--- config.mk ---
export PLATFORM = sky130hd
export DESIGN_NAME = lsu_req_fmt
export DESIGN_NICKNAME = d
export VERILOG_FILES = /design/src/rtl/lsf_pkg.sv /design/src/rtl/lsf_decode.sv /design/src/rtl/lsf_req_reg.sv /design/src/rtl/lsf_return.sv /design/src/rtl/lsu_req_fmt.sv
export SDC_FILE = /design/constraint.sdc
export NUM_CORES = 1
export LEC_CHECK = 0
export ABC_AREA = 1
export BUFFER_PORTS_ARGS = -buffer_cell sky130_fd_sc_hd__buf_4
export CORE_UTILIZATION = 49
export CTS_CLUSTER_SIZE = 40
export DETAILED_ROUTE_END_ITERATION = 10
export PLACE_DENSITY = 0.83
export SLEW_MARGIN = 10
export SYNTH_ARGS = -nofsm -noshare
export SYNTH_HDL_FRONTEND = slang
export SYNTH_SLANG_ARGS = --single-unit
--- constraint.sdc ---
create_clock -name clk -period 2.3 [get_ports clk]
set_clock_uncertainty 0.2 [all_clocks]
set_input_delay 0.345 -clock clk [delete_from_list [all_inputs] [get_ports clk]]
set_output_delay 0.345 -clock clk [all_outputs]
set_load 0.02 [all_outputs]
--- src/rtl/lsf_pkg.sv ---
// Package: shared widths, request record and the index-to-read-mask rule
// for the scalar load/store request formatter.
package lsf_pkg;
    localparam int WORD_W = 32;
    localparam int REG_AW = 5;
    localparam int SH_W   = $clog2(WORD_W);
    localparam int IDX_W  = 3;

    typedef struct packed {
        logic [WORD_W-1:0] addr;
        logic [WORD_W-1:0] wdata;
        logic [WORD_W-1:0] wmask;
        logic [SH_W-1:0]   rshift;
        logic [WORD_W-1:0] rmask;
        logic [REG_AW-1:0] dest;
    } lsf_req_t;

    // Read mask chosen by the request index: all ones means sign-extend.
    function automatic logic [WORD_W-1:0] idx_to_rmask(input logic [IDX_W-1:0] idx);
        logic [WORD_W-1:0] m;
        case (idx)
            3'd0, 3'd1, 3'd3, 3'd7: m = '1;
            3'd4:                   m = {{(WORD_W-8){1'b0}}, 8'hFF};
            3'd5:                   m = {{(WORD_W-16){1'b0}}, 16'hFFFF};
            default:                m = '0;
        endcase
        return m;
    endfunction
endpackage

--- src/rtl/lsf_decode.sv ---
// Module: lsf_decode
// Purely combinational. Turns an instruction, a base value and a store value
// into an unregistered request record.
// Assumes: instr[29] = store, instr[28:26] = request index,
// instr[20:16] = data register, instr[15:0] = signed offset.
module lsf_decode
    import lsf_pkg::*;
(
    input  logic [WORD_W-1:0] instr,
    input  logic [WORD_W-1:0] base_val,
    input  logic [WORD_W-1:0] store_val,
    output lsf_req_t          req
);
    logic [IDX_W-1:0]  idx;
    logic [1:0]        size_code;
    logic [SH_W-1:0]   shamt;
    logic              is_store;
    logic [WORD_W-1:0] offset;

    // Field extraction and lane placement for data and mask.
    always_comb begin
        idx       = instr[28:26];
        size_code = idx[1:0];
        is_store  = instr[29];
        shamt     = SH_W'({2'd3 - size_code, 3'b000});
        offset    = {{(WORD_W-16){instr[15]}}, instr[15:0]};
        req.addr   = base_val + offset;
        req.wdata  = store_val << shamt;
        req.wmask  = is_store ? ({WORD_W{1'b1}} << shamt) : '0;
        req.rshift = shamt;
        req.rmask  = idx_to_rmask(idx);
        req.dest   = is_store ? '0 : instr[20:16];
    end
endmodule

--- src/rtl/lsf_req_reg.sv ---
// Module: lsf_req_reg
// Holds the request produced by the decoder. Loads a new one only when
// in_valid is high, and raises valid for one cycle after each load.
// Assumes: synchronous active-low reset clears valid and all fields.
module lsf_req_reg
    import lsf_pkg::*;
(
    input  logic     clk,
    input  logic     rst_n,
    input  logic     in_valid,
    input  lsf_req_t d,
    output logic     q_valid,
    output lsf_req_t q
);
    // Capture the request and its one-cycle valid pulse.
    always_ff @(posedge clk) begin
        if (!rst_n) begin
            q_valid <= 1'b0;
            q       <= '0;
        end else begin
            q_valid <= in_valid;
            if (in_valid) q <= d;
        end
    end


    valid_pulse_chk: assert property (@(posedge clk) disable iff (!rst_n)
        in_valid |=> q_valid);

    valid_idle_chk: assert property (@(posedge clk) disable iff (!rst_n)
        !in_valid |=> !q_valid);

    hold_fields_chk: assert property (@(posedge clk) disable iff (!rst_n)
        !in_valid |=> $stable(q));
endmodule

--- src/rtl/lsf_return.sv ---
// Module: lsf_return
// Combinational formatter for returned load data. Shifts the word right by
// the held amount, then either sign-extends it (read mask all ones) or masks it.
// Assumes: the accessed bytes sit in the top lanes of rd_data.
module lsf_return
    import lsf_pkg::*;
(
    input  logic [WORD_W-1:0] rd_data,
    input  logic [SH_W-1:0]   rshift,
    input  logic [WORD_W-1:0] rmask,
    output logic [WORD_W-1:0] result
);
    logic sext_sel;

    // Choose arithmetic shift or logical shift plus mask.
    always_comb begin
        sext_sel = &rmask;
        if (sext_sel) result = WORD_W'($signed(rd_data) >>> rshift);
        else          result = (rd_data >> rshift) & rmask;
    end
endmodule

--- src/rtl/lsu_req_fmt.sv ---
// Module: lsu_req_fmt (top)
// Scalar load/store request formatter. Decode, then a request register,
// then a return-data formatter driven by the held request.
// Assumes: one instruction per cycle at most; memory returns data aligned to
// the word in which the access was placed.
module lsu_req_fmt
    import lsf_pkg::*;
(
    input  logic              clk,
    input  logic              rst_n,
    input  logic              in_valid,
    input  logic [WORD_W-1:0] instr,
    input  logic [WORD_W-1:0] base_val,
    input  logic [WORD_W-1:0] store_val,
    output logic              req_valid,
    output logic [WORD_W-1:0] req_addr,
    output logic [WORD_W-1:0] req_wdata,
    output logic [WORD_W-1:0] req_wmask,
    output logic [SH_W-1:0]   req_rshift,
    output logic [WORD_W-1:0] req_rmask,
    output logic [REG_AW-1:0] req_dest,
    input  logic [WORD_W-1:0] rd_data,
    output logic [WORD_W-1:0] rd_result
);
    lsf_req_t dec_req;
    lsf_req_t held;

    lsf_decode u_dec (
        .instr(instr), .base_val(base_val), .store_val(store_val), .req(dec_req)
    );

    lsf_req_reg u_reg (
        .clk(clk), .rst_n(rst_n), .in_valid(in_valid),
        .d(dec_req), .q_valid(req_valid), .q(held)
    );

    lsf_return u_ret (
        .rd_data(rd_data), .rshift(held.rshift), .rmask(held.rmask), .result(rd_result)
    );

    // Break out the held record onto the ports.
    always_comb begin
        req_addr   = held.addr;
        req_wdata  = held.wdata;
        req_wmask  = held.wmask;
        req_rshift = held.rshift;
        req_rmask  = held.rmask;
        req_dest   = held.dest;
    end


    shift_byte_chk: assert property (@(posedge clk) disable iff (!rst_n)
        req_valid |-> (req_rshift[2:0] == 3'd0));

    load_no_write_chk: assert property (@(posedge clk) disable iff (!rst_n)
        (req_valid && req_dest != '0) |-> (req_wmask == '0));

    store_no_dest_chk: assert property (@(posedge clk) disable iff (!rst_n)
        (req_valid && req_wmask != '0) |-> (req_dest == '0));

    sign_fill_chk: assert property (@(posedge clk) disable iff (!rst_n)
        (req_valid && (&req_rmask) && rd_data[WORD_W-1]) |-> rd_result[WORD_W-1]);
endmodule

==> impl_results.md, run 1 <==
- Outcome: complete, no violations
- H-tree depth: 3
- Share of cells above drive strength 1: 28.0%
- Fraction of the mapped netlist area in adder cells: 5.98%
- Worst setup margin: 0.0174 ns
- Post-route DRC: 0
- Largest net degree at the start of global routing: 37
- Netlist cell types: 42
- Max-slew violations: 0
- Core area: 13,400 um2
- Startpoint Class: flop
- Total grt overflow: 0
- Min Hold Slack: 0.0721 ns
- Sequential area share after synthesis: 23.2%
- Number of vias per cell: 5.06
- DR WL/cell: 13.9 um
- CTS Buf Count: 9
- Post-route cell area: 9130 um2
- Syn Inst Count: 1,137
- Max Root-Sink Buffers: 2
- Maximum clock frequency: 438 MHz
- WHS Path Cells: 3
- GRT Resource Usage Total: 29.5%
- Post-synthesis mux area share: 0%
- Die height: 120 um
- TritonRoute pass-1 iters: 5
- Final wirelength: 21.5 mm
- Crit path buf inv count: 2
- Fill cells: 1,249
- DIE WIDTH: 120 um
- Reg-to-Reg End: u_reg.q[20]$_SDFFE_PN0P_
- Post-Layout Cell Count: 1,545
- DP Area: 8790 um2
- Critical-path top delay cell: dfxtp_2
- Crit path launch: u_reg.q[35]$_SDFFE_PN0P_
- VDD IR-drop max: 0.000333 V
- Final Critical Period: 2.28 ns
- GP Congestion: 0.958
- Slew margin rel.: 62.3%
- DP HPWL: 17.2 mm
- Final Hold Viols: 0
- CP Class: reg2out
- Post-Syn Area: 6820 um2
- Synthesized area per cell: 5.99 um2
- Tcrit/Tclk final: 99.2%
- Initial antenna violation count: 0
- Critical Path End: rd_result[26]
- Layout area overhead: 33.9%
- Final setup vio count: 0
- Clock transition at the registers of the reported paths: 0.06 ns
- Delay-heaviest family, CP: simple AND/OR/NAND/NOR gates
- Final core occ: 68.1%
- Die area: 14,400 um2
- Least-Margin Pin Slew: 0.565 ns
- First-pass GRT wire length: 34.0 mm
- XOR/XNOR Fraction of Synth Area: 2.06%
- Number of core rows: 42
- R2R depth: 3
- RSZ-0062 raised after global routing: yes
- CTS tree: built
- Synth Flop Type: dfxtp_1
- CTS Root Cell: clkbuf_16
- Via count: 7,810
- Fraction of registers with async set/reset: 0%
- R2r startpoint: u_reg.q[20]$_SDFFE_PN0P_
- Sink Count: 79
- Ys Warns: 0
- Clock latency on the worst-skew pair: 0.33 ns
- Critical Path Sink Type: output port
- Max incr delay on CP: 0.32 ns
- I/O pin count: 302
- Vias in the first global route: 7,022
- Synth Area in Compound Gates: 16.9%
- Reg2reg setup slack: 1.06 ns
- #FFs+latches synth: 79
- Antenna diodes: 0
- Worst EP required: 1.75 ns
- Power per Cell Area: 523 nW/um2
- Detail Route Antenna Nets: 0
- Initial Util: 50.9%
- Arr. time, crit path: 1.74 ns
- Levels on crit path: 5
- Max-cap violations: 0
- Placed cells: 1,527
- Worst Hold Class: in2reg
- Critical Path Fanout Max: 7
- Input/output buffers: 291
- EDFF count, synth: 0
- Post-layout nets: 1,527
- Place WS: 0.0264 ns
- Simple logic cell fraction of the synthesized area: 32.8%
- Largest family of logic cells by synthesized area: simple AND/OR/NAND/NOR gates
- Crit path cell chain: inv_1 -> nor2_2 -> nand3_2 -> o221ai_1 -> buf_4
- DRT iter0 DRCs: 689
- P_leak: 0.00520 uW
==> worst min-delay path: stages <==
cell and delay [ns]:
buf_4 0.11, nand2_1 0.05, a21oi_1 0.05
==> worst min path at each step <==
stage | from | slack, ns | end
detailed placement | u_reg.q[85]$_SDFFE_PN0P_ | 0.26 | u_reg.q[85]$_SDFFE_PN0P_
CTS | instr[17] | 0.06 | u_reg.q[1]$_SDFFE_PN0P_
global placement | u_reg.q[85]$_SDFFE_PN0P_ | 0.25 | u_reg.q[85]$_SDFFE_PN0P_
finish | instr[18] | 0.07 | u_reg.q[2]$_SDFFE_PN0P_
floorplan | instr[16] | 0.29 | u_reg.q[0]$_SDFFE_PN0P_
global route | instr[20] | 0.08 | u_reg.q[4]$_SDFFE_PN0P_
==> area by class of cell <==
| cell class | count | area (um2) | area share (%) |
|---|---|---|---|
| timing repair buffer | 318 | 2410 | 26.4 |
| multi-input combinational | 782 | 3970 | 43.5 |
| clock buffer | 11 | 233 | 2.55 |
| clock inverter | 5 | 57.6 | 0.631 |
| sequential | 79 | 1580 | 17.4 |
| tap | 176 | 220 | 2.41 |
| inverter | 174 | 653 | 7.16 |
==> Yosys cell counts, types with 2 or more instances <==
cell | number | share of area, %
nand2_1 | 374 | 21
inv_1 | 162 | 8.9
dfxtp_1 | 79 | 23
nor2_1 | 75 | 4.1
a21oi_1 | 65 | 4.8
buf_4 | 62 | 6.8
o21ai_0 | 50 | 3.7
nand3_1 | 48 | 3.5
ha_1 | 31 | 5.7
clkbuf_1 | 22 | 1.2
a22oi_1 | 21 | 2.3
nand2_2 | 16 | 1.5
buf_2 | 13 | 0.95
a31oi_1 | 10 | 0.92
inv_2 | 10 | 0.55
xnor2_1 | 9 | 1.2
nor2_2 | 8 | 0.73
o21ai_1 | 8 | 0.59
o211ai_1 | 7 | 0.77
o221ai_1 | 7 | 0.90
xor2_1 | 7 | 0.90
a221oi_1 | 6 | 0.77
buf_1 | 6 | 0.33
nand3_2 | 6 | 0.88
o32ai_1 | 6 | 0.77
a211oi_1 | 3 | 0.33
nand4_1 | 3 | 0.28
nor2_4 | 3 | 0.50
o21bai_1 | 3 | 0.33
a32oi_1 | 2 | 0.26
clkinv_1 | 2 | 0.11
nor3_1 | 2 | 0.15
nor3_2 | 2 | 0.29
==> metal layers <==
| layer | vias to the layer above | global-route usage [%] | wire length, um |
|---|---|---|---|
| met5 | - | 0 | 0 |
| met4 | 0 | 11.4 | 668 |
| met3 | 51 | 3.99 | 1200 |
| met2 | 316 | 52.1 | 10900 |
| met1 | 3455 | 35.8 | 8800 |
| li1 | 3988 | - | - |
==> placed cells by master, fill, tap and decap left out, drive strengths merged, types with 9 or more instances in the layout <==
cell type and n:
a21oi 65, a22oi 21, a31oi 10, buf 318, clkbuf 11, dfxtp 79
ha 31, inv 173, nand2 390, nand3 54, nor2 86, o21ai 58
xnor2 9
==> registers in the layout (all words and copies together), names as in the netlist <==
register / flops
u_reg.q_valid: 1
u_reg.q: 78
==> kinds of logic (layout without fill, tap and decap cells) <==
group / after synthesis / after routing
other: 1 / 3
buffers and inverters: 278 / 508
XOR/XNOR: 16 / 16
AO/OA/AOI/OAI: 192 / 192
AND/OR/NAND/NOR: 539 / 539
adder cells (fa/ha/maj): 32 / 32
flip-flops: 79 / 79
==> stage by stage <==
stage | setup TNS [ns] | total power (uW)
6_report | 0 | 4780
5_1_grt | -0.0868 | 5050
4_1_cts | 0 | 4780
3_5_place_dp | 0 | 3390
3_3_place_gp | 0 | 3360
2_1_floorplan | 0 | 2730
==> report_power, final <==
group | leakage (uW) | total, uW | internal [uW] | switching [uW]
Clock | 0.000144 | 1400 | 843 | 559
Sequential | 0.000652 | 1540 | 1470 | 67.7
Combinational | 0.00441 | 1830 | 744 | 1090
==> timing repair <==
action,4_1_cts,5_1_grt
setup endpoints to repair,6,23
pin swaps,0,1
setup buffers,0,2
hold buffers,0,0
resized for setup,3,8
No activity file was read; power rests on OpenSTA's default activity.
==> run 2: changes to the inputs <==
- clock period: 2.3 -> 2.15 ns (I/O delays scaled with it)
==> impl_results.md, run 2 (synthesis results as in run 1) <==
- DRT iter0 DRCs: 603 (-12%)
- Post-cts hold buffer count: 0 (unchanged)
- TritonRoute pass-1 iters: 5 (unchanged)
- Power per Cell Area: 546 nW/um2 (+4.3%)
- VDD IR-drop max: 0.000436 V (+31%)
- DP Area: 8930 um2 (+1.5%)
- R2R depth: 3 (unchanged)
- GRT Resource Usage Total: 28.7% (-0.80 points)
- Final Critical Period: 2.09 ns
- Crit path cell chain: inv_2 -> buf_12 -> nand3_2 -> o221ai_1 -> buf_4
- DP HPWL: 17.1 mm (-0.88%)
- Most frequent cells in the layout: nand2_1 (372), buf_4 (329), inv_1 (160)
- Initial Util: 50.9% (unchanged)
- Placed cells: 1,543 (+1.0%)
- Reg-to-Reg End: u_reg.q[41]$_SDFFE_PN0P_
- WHS Path Cells: 3 (unchanged)
- Antenna diodes: 0 (unchanged)
- Largest regs: u_reg.q (78), u_reg.q_valid (1)
- GP Congestion: 0.928 (-3.1%)
- Die height: 120 um (unchanged)
- Min Hold Slack: 0.0505 ns (-0.0216 ns)
- Crit path buf inv count: 3 (+1)
- I/O pin count: 302 (unchanged)
- Number of core rows: 42 (unchanged)
- Arr. time, crit path: 1.57 ns (-0.17 ns)
- Delay-heaviest family, CP: buffers and inverters
- Post-layout nets: 1,542 (+0.98%)
- Critical Path Fanout Max: 36 (+29)
- CTS Root Cell: clkbuf_16
- Post-route cell area: 9340 um2 (+2.3%)
- Max-cap violations: 0 (unchanged)
- Critical Path Sink Type: output port
- Via count: 7,862 (+0.67%)
- Top reg by flops: u_reg.q
- Post-route DRC: 0 (unchanged)
- Final wirelength: 21.1 mm (-1.8%)
- Worst Hold Class: in2reg
- Final setup vio count: 0 (unchanged)
- Share of cells above drive strength 1: 30.2% (+2.1 points)
- DR WL/cell: 13.6 um (-2.7%)
- Largest net degree at the start of global routing: 40 (+8.1%)
- Final Hold Viols: 0 (unchanged)
- Worst EP required: 1.63 ns (-0.12 ns)
- Layout area overhead: 37.0%
- Die area: 14,400 um2 (unchanged)
- Startpoint Class: flop
- CTS Buf Count: 9 (unchanged)
- CP Class: reg2out
- Reg2reg setup slack: 0.95 ns (-0.11 ns)
- RSZ-0062 raised after global routing: yes
- Hold Startpoint: instr[20]
- DIE WIDTH: 120 um (unchanged)
- Commonest non-fill, non-tap cell in the layout: nand2_1
- Largest register FFs: 78 (unchanged)
- Initial antenna violation count: 0 (unchanged)
- R2r startpoint: u_reg.q[41]$_SDFFE_PN0P_
- First-pass GRT wire length: 33.6 mm (-1.2%)
- Hold path endpoint: u_reg.q[4]$_SDFFE_PN0P_
- Sink Count: 79 (unchanged)
- Maximum clock frequency: 478 MHz
- Detail Route Antenna Nets: 0 (unchanged)
- Max-slew violations: 0 (unchanged)
- Clock latency on the worst-skew pair: 0.32 ns (about the same)
- Critical-path top delay cell: dfxtp_4
- Outcome: complete, no violations
- Number of vias per cell: 5.04 (-0.24%)
- CTS tree: built
- Clock transition at the registers of the reported paths: 0.06 ns (about the same)
- Tcrit/Tclk final: 97.3%
- Vias in the first global route: 6,983 (-0.56%)
- P_leak: 0.00530 uW (+1.8%)
- Max incr delay on CP: 0.37 ns (+0.05 ns)
- Core area: 13,400 um2 (unchanged)
- Total grt overflow: 0 (unchanged)
- Post-Layout Cell Count: 1,559 (+0.91%)
- Max Root-Sink Buffers: 2 (unchanged)
- H-tree depth: 3 (unchanged)
- Input/output buffers: 291 (unchanged)
[run 2: cell count changes in the layout (fill, tap and decap cells not counted), moves of 2 or more]
cell / delta
buf_4: +13
a221oi_1: -5
o21ai_2: +5
a221oi_2: +4
o21ai_0: -4
buf_12: +2
clkbuf_1: -2
clkbuf_8: +2
dfxtp_1: -2
inv_2: +2
nand2_1: -2
nand2_2: +2
[run 2: worst reg2reg max path, stage by stage (launching register included)]
cell and delay [ns]:
dfxtp_2 0.42, inv_2 0.08, buf_4 0.19, a211oi_1 0.22
[run 2: worst max path at each step]
stage | start | end | slack, ns | depth (start not counted)
final | u_reg.q[40]$_SDFFE_PN0P_ | rd_result[24] | 0.06 | 5
after global placement | instr[0] | u_reg.q[134]$_SDFFE_PN0P_ | -0.08 | 13
after floorplan | u_reg.q[41]$_SDFFE_PN0P_ | rd_result[10] | 0.04 | 4
after global routing | u_reg.q[40]$_SDFFE_PN0P_ | rd_result[6] | -0.03 | 7
after CTS | u_reg.q[40]$_SDFFE_PN0P_ | rd_result[10] | -0.009 | 5
after detailed placement | instr[0] | u_reg.q[134]$_SDFFE_PN0P_ | -0.12 | 13
[run 2: area by class of cell]
cell class,count,area [um2]
inverters,174,653
repair buffers,333,2550
flip-flops and latches,79,1590
fillers,1199,4070
multi-input cells,782,4040
well taps,176,220
clock inverters,4,30.0
clock buffers,11,253
[run 2: timing repair]
item,in CTS,in global routing
setup buffers,0,1
resized for setup,13,22
pin swaps,0,2
endpoints found under the setup margin,25,31
[run 2: per-layer routing]
metal  up-vias  GRT usage [%]  wire, um
li1       4027              -         -
met1      3503           33.9      8630
met2       281           52.3     10700
met3        51           2.52       899
met4         0           12.4       885
met5         -              0         0
[run 2: where the power goes]
part	internal [uW]	switching, uW
Sequential	1580	74.3
Combinational	838	1180
Clock	842	586
[run 2: stage by stage]
| step | worst slack, ns | power, uW | utilization (%) | TNS, ns |
|---|---|---|---|---|
| after CTS | -0.00870 | 5080 | 68.9 | -0.0211 |
| after detailed placement | -0.123 | 3660 | 66.6 | -0.307 |
| final | 0.0587 | 5090 | 69.7 | 0 |
| after global placement | -0.0789 | 3630 | 66.6 | -0.150 |
| after global routing | -0.0280 | 5380 | 69.7 | -0.0449 |
| after floorplan | 0.0426 | 2920 | - | 0 |
